===== config.mk =====
export PLATFORM = sky130hd
export DESIGN_NAME = pwm_chan
export DESIGN_NICKNAME = d
export VERILOG_FILES = /design/src/rtl/pwm_chan_pkg.sv /design/src/rtl/pwm_regs.sv /design/src/rtl/pwm_counter.sv /design/src/rtl/pwm_compare.sv /design/src/rtl/pwm_chan.sv
export SDC_FILE = /design/constraint.sdc
export NUM_CORES = 1
export LEC_CHECK = 0
export ABC_AREA = 0
export CAP_MARGIN = 20
export CORE_ASPECT_RATIO = 1.75
export CORE_MARGIN = 3
export CORE_UTILIZATION = 59
export CTS_CLUSTER_DIAMETER = 100
export DETAILED_ROUTE_END_ITERATION = 16
export PLACE_DENSITY = 0.81
export SYNTH_ARGS = -nofsm -noshare
export SYNTH_HDL_FRONTEND = slang
export SYNTH_HIERARCHICAL = 1
export SYNTH_SLANG_ARGS = --single-unit

===== constraint.sdc =====
create_clock -name clk_i -period 4.3 [get_ports clk_i]
set_clock_uncertainty 0.15 [all_clocks]
set_input_delay 1.075 -clock clk_i [delete_from_list [all_inputs] [get_ports clk_i]]
set_output_delay 1.075 -clock clk_i [all_outputs]
set_load 0.03 [all_outputs]

===== src/rtl/pwm_chan_pkg.sv =====
package pwm_chan_pkg;
  typedef enum logic [1:0] {
    REG_CTRL = 2'd0,
    REG_PER  = 2'd1,
    REG_DUTY = 2'd2,
    REG_RSVD = 2'd3
  } reg_addr_e;

  // bit order matches the control register layout, msb first
  typedef struct packed {
    logic halt_wait;
    logic center;
    logic pol;
    logic en;
  } ctrl_t;

  localparam int unsigned CTRL_W = $bits(ctrl_t);
endpackage


===== src/rtl/pwm_regs.sv =====
module pwm_regs
  import pwm_chan_pkg::*;
#(
  parameter int unsigned W = 8
) (
  input  logic         clk_i,
  input  logic         rst_ni,
  input  logic         wr_en_i,
  input  logic [1:0]   addr_i,
  input  logic [W-1:0] wdata_i,
  input  logic         roll_i,
  output ctrl_t        ctrl_o,
  output logic [W-1:0] per_o,
  output logic [W-1:0] duty_buf_o,
  output logic [W-1:0] duty_act_o,
  output logic [W-1:0] rdata_o
);
  localparam int unsigned PAD_W = W - CTRL_W;

  ctrl_t        ctrl_q;
  logic [W-1:0] per_q, buf_q, act_q;

  always_ff @(posedge clk_i or negedge rst_ni) begin
    if (!rst_ni) begin
      ctrl_q <= '0;
      per_q  <= '0;
      buf_q  <= '0;
    end else if (wr_en_i) begin
      case (addr_i)
        REG_CTRL: ctrl_q <= ctrl_t'(wdata_i[CTRL_W-1:0]);
        REG_PER:  per_q  <= wdata_i;
        REG_DUTY: buf_q  <= wdata_i;
        default:  ;
      endcase
    end
  end

  // shadow transfer: continuous while idle, at counter return while running
  always_ff @(posedge clk_i or negedge rst_ni) begin
    if (!rst_ni)               act_q <= '0;
    else if (!ctrl_q.en || roll_i) act_q <= buf_q;
  end

  always_comb begin
    case (addr_i)
      REG_CTRL: rdata_o = {{PAD_W{1'b0}}, ctrl_q};
      REG_PER:  rdata_o = per_q;
      REG_DUTY: rdata_o = buf_q;
      default:  rdata_o = '0;
    endcase
  end

  assign ctrl_o     = ctrl_q;
  assign per_o      = per_q;
  assign duty_buf_o = buf_q;
  assign duty_act_o = act_q;
endmodule


===== src/rtl/pwm_counter.sv =====
module pwm_counter #(
  parameter int unsigned W = 8
) (
  input  logic         clk_i,
  input  logic         rst_ni,
  input  logic         en_i,
  input  logic         run_i,
  input  logic         center_i,
  input  logic [W-1:0] per_i,
  output logic [W-1:0] cnt_o,
  output logic         up_o,
  output logic         roll_o
);
  localparam logic [W-1:0] ONE = W'(1);

  logic [W-1:0] cnt_q;
  logic         up_q;
  logic [W:0]   cnt_inc;
  logic         per_zero, at_top_l, peak_c, floor_c;

  assign cnt_inc  = {1'b0, cnt_q} + {{W{1'b0}}, 1'b1};
  assign per_zero = (per_i == '0);
  assign at_top_l = (cnt_q >= per_i);
  assign peak_c   = (cnt_inc >= {1'b0, per_i});
  assign floor_c  = (cnt_q <= ONE);

  always_ff @(posedge clk_i or negedge rst_ni) begin
    if (!rst_ni) begin
      cnt_q <= '0;
      up_q  <= 1'b1;
    end else if (!en_i) begin
      cnt_q <= '0;
      up_q  <= 1'b1;
    end else if (run_i) begin
      if (!center_i) begin
        cnt_q <= at_top_l ? '0 : cnt_q + ONE;
        up_q  <= 1'b1;
      end else if (per_zero) begin
        cnt_q <= '0;
        up_q  <= 1'b1;
      end else if (up_q) begin
        if (peak_c) begin
          cnt_q <= per_i;
          up_q  <= 1'b0;
        end else begin
          cnt_q <= cnt_q + ONE;
        end
      end else if (floor_c) begin
        cnt_q <= '0;
        up_q  <= 1'b1;
      end else begin
        cnt_q <= cnt_q - ONE;
      end
    end
  end

  assign roll_o = run_i & (center_i ? (per_zero | (~up_q & floor_c)) : at_top_l);
  assign cnt_o  = cnt_q;
  assign up_o   = up_q;
endmodule


===== src/rtl/pwm_compare.sv =====
module pwm_compare #(
  parameter int unsigned W = 8
) (
  input  logic         en_i,
  input  logic         pol_i,
  input  logic         center_i,
  input  logic         up_i,
  input  logic [W-1:0] cnt_i,
  input  logic [W-1:0] per_i,
  input  logic [W-1:0] duty_i,
  output logic         pwm_o
);
  logic active;

  always_comb begin
    if (duty_i == '1)          active = 1'b0;
    else if (duty_i >= per_i)  active = 1'b1;
    else if (center_i && up_i) active = (cnt_i < duty_i);
    else                       active = (cnt_i <= duty_i);
  end

  assign pwm_o = (en_i & active) ? pol_i : ~pol_i;
endmodule


===== src/rtl/pwm_chan.sv =====
module pwm_chan
  import pwm_chan_pkg::*;
#(
  parameter int unsigned DATA_W = 8
) (
  input  logic              clk_i,
  input  logic              rst_ni,
  input  logic              wr_en_i,
  input  logic [1:0]        addr_i,
  input  logic [DATA_W-1:0] wdata_i,
  output logic [DATA_W-1:0] rdata_o,
  input  logic              tick_i,
  input  logic              wait_i,
  output logic              pwm_o
);
  ctrl_t             ctrl;
  logic [DATA_W-1:0] per, duty_buf, duty_act, cnt;
  logic              up, roll, run;
  logic              en_w, pol_w, center_w, halt_w;

  assign en_w     = ctrl.en;
  assign pol_w    = ctrl.pol;
  assign center_w = ctrl.center;
  assign halt_w   = ctrl.halt_wait;
  assign run      = en_w & tick_i & ~(halt_w & wait_i);

  pwm_regs #(.W(DATA_W)) u_regs (
    .clk_i      (clk_i),
    .rst_ni     (rst_ni),
    .wr_en_i    (wr_en_i),
    .addr_i     (addr_i),
    .wdata_i    (wdata_i),
    .roll_i     (roll),
    .ctrl_o     (ctrl),
    .per_o      (per),
    .duty_buf_o (duty_buf),
    .duty_act_o (duty_act),
    .rdata_o    (rdata_o)
  );

  pwm_counter #(.W(DATA_W)) u_cnt (
    .clk_i    (clk_i),
    .rst_ni   (rst_ni),
    .en_i     (en_w),
    .run_i    (run),
    .center_i (center_w),
    .per_i    (per),
    .cnt_o    (cnt),
    .up_o     (up),
    .roll_o   (roll)
  );

  pwm_compare #(.W(DATA_W)) u_cmp (
    .en_i     (en_w),
    .pol_i    (pol_w),
    .center_i (center_w),
    .up_i     (up),
    .cnt_i    (cnt),
    .per_i    (per),
    .duty_i   (duty_act),
    .pwm_o    (pwm_o)
  );
endmodule


==> results of run 1 <==
[worst paths after layout]
kind | startpoint | endpoint | slack [ps] | cells past startpoint
hold / removal | u_regs/duty_buf_o[0] | u_regs/duty_act_o[0] | 390 | 1
max in group asynchronous | rst_ni | u_regs/duty_buf_o[2] | 2740 | 1
setup / recovery | u_cnt/cnt_o[4] | pwm_o | 210 | 8
min in group asynchronous | rst_ni | u_cnt/cnt_o[6] | 720 | 1
hold reg to reg | u_regs/duty_buf_o[0] | u_regs/duty_act_o[0] | 390 | 1
setup reg to reg | u_cnt/cnt_o[3] | u_cnt/cnt_o[2] | 690 | 10
[power groups by stage]
stage / combinational, W / clock, W / sequential, W
global placement: 0.000513 / 0 / 0.000519
CTS: 0.000547 / 0.000327 / 0.000516
floorplan: 0.000396 / 0 / 0.000481
finish: 0.000558 / 0.000324 / 0.000519
detailed placement: 0.000534 / 0 / 0.000523
global route: 0.000607 / 0.000343 / 0.000528
[layout by cell type, fill, tap and decap left out, types with 9 or more instances in the layout]
master / count
ha_1: 35
o21ai_0: 13
nand2_1: 15
mux2_2: 28
a21oi_1: 9
inv_1: 31
clkdlybuf4s50_1: 14
nor2_1: 17
buf_4: 15
dfrtp_1: 36
[sequential cells by signal, indices dropped and copies added, names as in the netlist]
register	count
u_cnt/cnt_o	8
u_cnt/up_o	1
u_regs/ctrl_o	4
u_regs/duty_act_o	8
u_regs/duty_buf_o	8
u_regs/per_o	8
[routing by layer]
metal	vias up	wire length, µm
met2	158	4537
met5	-	0
met3	59	493
met1	1235	2817
met4	0	593
li1	1194	-
[cell type report]
class	instances	area (µm²)	area share, %
Clock buffer	6	82.58	2.419
Clock inverter	2	37.54	1.100
Inverter	31	116.4	3.409
Multi-Input combinational cell	229	1924	56.38
Sequential cell	37	927.1	27.16
Tap cell	54	67.56	1.979
Timing Repair Buffer	30	257.7	7.551
[synthesized netlist by cell type (all sizes together), types with 3 or more instances]
| master | n | area (µm²) |
|---|---|---|
| a211oi | 6 | 45.04 |
| a21oi | 10 | 53.80 |
| a221oi | 3 | 26.28 |
| a22o | 4 | 35.03 |
| and3 | 9 | 71.32 |
| and4 | 3 | 26.28 |
| buf | 7 | 56.30 |
| clkbuf | 4 | 15.01 |
| dfrtp | 36 | 900.9 |
| ha | 35 | 437.9 |
| inv | 31 | 116.4 |
| mux2 | 28 | 315.3 |
| mux2i | 5 | 50.05 |
| nand2 | 15 | 56.30 |
| nand3 | 9 | 50.05 |
| nand4 | 6 | 37.54 |
| nor2 | 17 | 63.81 |
| nor2b | 6 | 45.04 |
| nor3 | 4 | 20.02 |
| nor4 | 4 | 25.02 |
| o211ai | 3 | 27.52 |
| o21ai | 13 | 65.06 |
| o22ai | 4 | 25.02 |
| o2bb2ai | 5 | 43.79 |
| xnor2 | 8 | 70.07 |
| xor2 | 5 | 43.79 |
[metrics by stage]
stage | power, W | setup slack (ps) | utilization [%]
2_1_floorplan | 0.0008777 | 1190 | -
3_3_place_gp | 0.001032 | 569.1 | 66.16
3_5_place_dp | 0.001057 | 585.9 | 66.16
4_1_cts | 0.001390 | 240.0 | 68.58
5_1_grt | 0.001478 | 85.81 | 68.58
6_report | 0.001401 | 213.6 | 68.58
[critical path, cell delays in order, from the launching register on]
cell and delay [ps]:
dfrtp_1 450, buf_4 190, ha_1 270, nand4_1 120, a211oi_1 310, nor3_1 110, a31oi_1 260, xnor2_1 150
clkdlybuf4s50_1 690
[cell families (layout without fill, tap and decap cells)]
logic type,after synthesis,in the layout,synth area share (%)
buffers and inverters,42,69,6.175
and+or+nand+nor,79,79,15.89
DFF,37,37,30.51
adders and majority gates,35,35,14.41
AOI/OAI and AO/OA,69,69,17.25
xor gates and xnor gates,13,13,3.746
muxes,33,33,12.02
==> out/results.txt, run 1 <==
Post-layout minimum cycle time - 4086 ps
HPWL reported at the end of detailed placement - 6.194 mm
Area growth from synthesis to final layout - 12.31%
Count of filler cells inserted in the layout - 383
Post-detailed-route DRC marker count - 0
Maximum number of pins on one net before global-route repair - 38
Worst VDD drop - 0.3852 mV
Drt via density - 6.802
Critical Path AT - 2860 ps
Grt ovf - 0
Global-route wire length before repair - 13.32 mm
Sum Neg Setup Slack - 0 ps
Hold buffer count at cts - 0
Die Area - 6082 µm²
Height of the chip - 100.9 µm
Number of vias in the routed layout - 2646
Count of mapped cells out of synthesis - 308
Count of flip-flops with a built-in enable after synthesis - 0
Nature of the critical path endpoint - primary output
Proportion of synthesized chip area in sequential cells - 30.51%
Actual transition at the worst max-transition pin - 841.5 ps
Number of pins with negative max-slew slack in the final report - 0
TritonCTS buffer count - 5
Global routing usage summed across all routing layers - 29.77%
Mean cell area of the mapped netlist - 9.867 µm²
Count of synthesis-stage warnings from yosys - 6
CTS tree - yes
Share of the clock period used by the worst path after layout - 95.03%
Number of sinks on the clock net - 37
Internal Dissipation - 0.0008561 W
DR pass1 iterations - 7
Flip-flop cell with the highest count after synthesis - dfrtp_1
Last weighted congestion value of the routability-driven placer - 0.9769
Async SR Flop Fraction - 100.0%
Number of resized instances in the post-cts repair step - 0
Required time of the critical path - 3070 ps
Net switching share of the total power - 38.88%
Clk Latency, worst-skew pair - 300 ps
Hold WC Path Type - reg -> reg
Placed Cells - 381
Antenna violation net count after detailed routing - 0
Total cell area at the placement stage - 3293 µm²
Mapped cell area - 3039 µm²
Number of buffers inserted by port buffering - 23
Die span in x - 60.26 µm
Max-capacitance violation count - 0
Starting density of the core - 61.06%
Synthesis-stage register bit count - 37
Fraction of power consumed by sequential logic - 37.0%
Leakage Power - 1.654 nW
Max Freq - 0.2447 GHz
Layer carrying the most global-route usage - met2
Share of total power in combinational logic - 39.8%
Power Dens Cells - 410.4 nW/µm²
Type of origin of the critical path - flip-flop
Unrepaired setup endpoints after global routing - no
Initial antenna violation count - 0
Net count reported at finish - 384
Met1 demand-to-capacity share in global routing - 28.80%
Run status - completed
Maximum buffer depth of the clock tree - 2
Floorplan row count - 34
Clk pwr share - 23.2%
Grt met2 use - 53.00%
Final Hold Vio Count - 0
Switching power - 0.0005447 W
ANT cells - 0
# H-tree levels - 2
Global-route met3 utilization - 5.256%
Share of cells above drive strength 1 - 20.30%
Vias in the first global route - 2786
Routed len/inst - 21.70 µm
Final hold slack - 393.3 ps
I/O pin cnt - 24
Core footprint - 4977 µm²
Largest fanout on the critical path - 5
Synthesized netlist net count - 358
Unique cell type count in the Yosys netlist - 56
Post-route cell area - 3413 µm²
Path type of the worst setup path - reg -> out
Max-slew headroom at the worst pin - 43.90%
Number of DRC markers in iteration 0 - 94
CTS clock-pin slew for the worst setup and hold paths - 80 ps
Count of buffers added by post-CTS timing repair for setup - 0
Final setup violation count - 0
Final WL - 8.442 mm
Root Buffer Master - clkbuf_8
Number of standard cells in the final layout excluding fillers - 389
Note: power is estimated with default switching activity, not from simulation.
==> inputs of run 2 (changes only) <==
--- a/config.mk
+++ b/config.mk
@@ -5,14 +5,16 @@
 export SDC_FILE = /design/constraint.sdc
 export NUM_CORES = 1
 export LEC_CHECK = 0
-export ABC_AREA = 0
+export ABC_AREA = 1
 export CAP_MARGIN = 20
 export CORE_ASPECT_RATIO = 1.75
 export CORE_MARGIN = 3
-export CORE_UTILIZATION = 59
+export CORE_UTILIZATION = 60
+export CTS_BUF_LIST = sky130_fd_sc_hd__clkbuf_16
 export CTS_CLUSTER_DIAMETER = 100
 export DETAILED_ROUTE_END_ITERATION = 16
 export PLACE_DENSITY = 0.81
+export SKIP_LAST_GASP = 1
 export SYNTH_ARGS = -nofsm -noshare
 export SYNTH_HDL_FRONTEND = slang
 export SYNTH_HIERARCHICAL = 1
==> out/results.txt, run 2 <==
Run status - completed
Reg2Reg Launch Point - u_cnt/cnt_o[0]
Register-to-register setup slack - 1260 ps (+570 ps)
Initial antenna violation count - 0 (unchanged)
Count of buffers added by post-CTS timing repair for setup - 0 (unchanged)
Final Hold Vio Count - 0 (unchanged)
Most frequent standard cell in the layout excluding fill and tap cells - nand2_1
Grt ovf - 0 (unchanged)
Share of the clock period used by the worst path after layout - 87.49% (-7.5 points)
Share of total power in combinational logic - 35.7% (-4.1 points)
Synthesized netlist net count - 535 (+49%)
Root Buffer Master - clkbuf_16
CTS clock-pin slew for the worst setup and hold paths - 60 ps (-20 ps)
Post-layout minimum cycle time - 3762 ps (-324.3 ps)
Hold buffer count at cts - 0 (unchanged)
Hold WC Path Type - reg -> reg
Endpoint of the worst hold path - u_regs/duty_buf_o[5]
Mean cell area of the mapped netlist - 6.767 µm² (-31%)
Count of synthesis-stage warnings from yosys - 6 (unchanged)
Maximum number of pins on one net before global-route repair - 38 (unchanged)
Hold path startpoint - u_regs/duty_buf_o[5]
Final WL - 8.351 mm (-1.1%)
Required time of the critical path - 3070 ps (about the same)
Number of vias in the routed layout - 3243 (+23%)
I/O pin cnt - 24 (unchanged)
Final setup violation count - 0 (unchanged)
Net switching share of the total power - 39.15% (+0.27 points)
Count of mapped cells out of synthesis - 485 (+57%)
# H-tree levels - 2 (unchanged)
Crit-path cells - inv_1, ha_1, clkinv_1, nor2_1, o21bai_1, nand2_1, nand2_1, nand3_2, nand2_1, nand2_1, nand2_1, clkdlybuf4s50_1
Last weighted congestion value of the routability-driven placer - 0.9066 (-7.2%)
Flip-flop cell with the highest count after synthesis - dfrtp_1
Die Area - 6428 µm² (+5.7%)
Internal Dissipation - 0.0007770 W (-9.2%)
Most frequent cell after synthesis - nand2_1
Antenna violation net count after detailed routing - 0 (unchanged)
Synthesis-stage register bit count - 37 (unchanged)
Net count reported at finish - 557 (+45%)
Max Freq - 0.2658 GHz (+8.6%)
Max-capacitance violation count - 0 (unchanged)
Proportion of synthesized chip area in sequential cells - 28.25% (-2.3 points)
Cell occurring most often along the worst timing path - nand2_1
Count of filler cells inserted in the layout - 465 (+21%)
Starting density of the core - 61.94% (+0.88 points)
Worst Reg-to-Reg Cells - 15 (+5)
Global routing usage summed across all routing layers - 28.60% (-1.2 points)
Nature of the critical path endpoint - primary output
Switching power - 0.0004999 W (-8.2%)
Post-synthesis cell type with the largest combined area - dfrtp_1
Post-detailed-route DRC marker count - 0 (unchanged)
Fraction of power consumed by sequential logic - 36.9% (about the same)
DR pass1 iterations - 4 (-3)
Clk pwr share - 27.4% (+4.2 points)
Number of sinks on the clock net - 37 (unchanged)
Number of buffers inserted by port buffering - 23 (unchanged)
Most area-consuming cells after synthesis - dfrtp_1 27%, nand2_1 22%, ha_1 13%, inv_1 6.6%, nand3_1 6.6%
Critical Path AT - 2540 ps (-320 ps)
Power Dens Cells - 351.5 nW/µm² (-14%)
Library cell contributing the largest single delay on the critical path - clkdlybuf4s50_1
Synth top area share - 27.45% (-2.2 points)
Async SR Flop Fraction - 100.0% (unchanged)
Multi-input gate area in the final layout - 1998 µm² (+3.8%)
Number of resized instances in the post-cts repair step - 0 (unchanged)
CTS tree - yes
Share of cells above drive strength 1 - 8.268% (-12 points)
Global-route wire length before repair - 13.88 mm (+4.1%)
Actual transition at the worst max-transition pin - 813.8 ps (-27.65 ps)
Vias in the first global route - 3174 (+14%)
Largest fanout on the critical path - 6 (+1)
HPWL reported at the end of detailed placement - 6.543 mm (+5.6%)
Number of pins with negative max-slew slack in the final report - 0 (unchanged)
Unrepaired setup endpoints after global routing - no
Routed len/inst - 14.35 µm (-34%)
CP Launch Point - u_regs/per_o[1]
Max-slew headroom at the worst pin - 45.75% (+1.8 points)
Floorplan row count - 35 (+2.9%)
Sum Neg Setup Slack - 0 ps (unchanged)
Most frequent cells in the layout - 191 x nand2_1, 59 x inv_1, 43 x nand3_1, 36 x dfrtp_1, 35 x ha_1
Area growth from synthesis to final layout - 10.67%
Count of flip-flops with a built-in enable after synthesis - 0 (unchanged)
Endpoint of the most critical register-to-register path - u_cnt/cnt_o[3]
Number of cells traversed by the worst hold path - 2 (+1)
Drt via density - 5.572 (-18%)
Design Power - 0.001277 W (-8.8%)
Unique cell type count in the Yosys netlist - 36 (-36%)
Core footprint - 5299 µm² (+6.5%)
Most numerous cell types in the synthesized netlist - 191 x nand2_1, 58 x inv_1, 43 x nand3_1
Worst VDD drop - 0.2388 mV (-38%)
Seq. cell area - 927.1 µm² (unchanged)
Mapped cell area - 3282 µm² (+8.0%)
ANT cells - 0 (unchanged)
Path type of the worst setup path - reg -> out
Final hold slack - 352.4 ps (-40.89 ps)
TritonCTS buffer count - 5 (unchanged)
Biggest cell delay along the critical path - 670 ps (-20 ps)
Clk Latency, worst-skew pair - 280 ps (-20 ps)
Type of origin of the critical path - flip-flop
Maximum buffer depth of the clock tree - 2 (unchanged)
Leakage Power - 2.115 nW (+28%)
Height of the chip - 103.8 µm (+2.9%)
Die span in x - 61.91 µm (+2.7%)
Number of DRC markers in iteration 0 - 147 (+56%)
[run 2: changes by cell type in the layout (fill, tap and decap cells not counted), moves of 7 or more]
| cell | delta |
|---|---|
| nor2_1 | +11 |
| xnor2_1 | -8 |
| nand2_1 | +176 |
| mux2_2 | -28 |
| inv_1 | +28 |
| nand3_1 | +35 |
| a21oi_1 | +7 |
| nand4_1 | +18 |
[run 2: layout make-up]
cell class                      count  share of cell area [%]
Multi-Input combinational cell    373                   55.01
Inverter                           64                   6.821
Tap cell                           74                   2.549
Clock inverter                      3                  0.3789
Timing Repair Buffer               26                   6.269
Clock buffer                        5                   3.445
Sequential cell                    37                   25.53
[run 2: cells by family after synthesis]
group / synth area share, %
AO/OA/AOI/OAI: 4.575
XOR/XNOR: 1.563
adder cells (fa/ha/maj): 13.34
buffers and inverters: 10.87
flip-flops: 28.25
AND/OR/NAND/NOR: 41.40
[run 2: per-layer routing]
metal,wire (µm),vias to the layer above,track usage [%]
met5,0,-,0
met4,488,0,18.66
li1,-,1597,-
met3,240,36,3.990
met1,2952,1517,27.66
met2,4668,93,51.42
[run 2: worst max path at each step]
stage	end	slack (ps)	depth (start not counted)
2_1_floorplan	rdata_o[1]	1350	5
3_3_place_gp	rdata_o[4]	610	6
3_5_place_dp	rdata_o[4]	570	6
4_1_cts	pwm_o	540	12
5_1_grt	pwm_o	450	12
6_report	pwm_o	540	12
[run 2: worst max-delay path, delay by kind of cell (launching register included)]
family	cells	cell delay [ps]
buffers and inverters	3	800
flip-flops	1	500
AND/OR/NAND/NOR	7	500
adder cells (fa/ha/maj)	1	310
AO/OA/AOI/OAI	1	140
[run 2: stage by stage]
step / area (µm²) / std cells / setup slack (ps) / utilization (%)
final: 3632 / 582 / 537.8 / 68.55
after global routing: 3632 / 582 / 453.8 / 68.55
after global placement: 3493 / 574 / 607.5 / 65.93
after CTS: 3632 / 582 / 540.8 / 68.55
after detailed placement: 3493 / 574 / 573.0 / 65.93
after floorplan: 3282 / 485 / 1346 / -
[run 2: power by group through the flow]
stage               combinational [W]  clock, W  sequential [W]
global route                 0.000518  0.000368        0.000480
global placement             0.000425         0        0.000476
finish                       0.000456  0.000350        0.000471
floorplan                    0.000336         0        0.000448
detailed placement           0.000446         0        0.000476
CTS                          0.000452  0.000354        0.000471
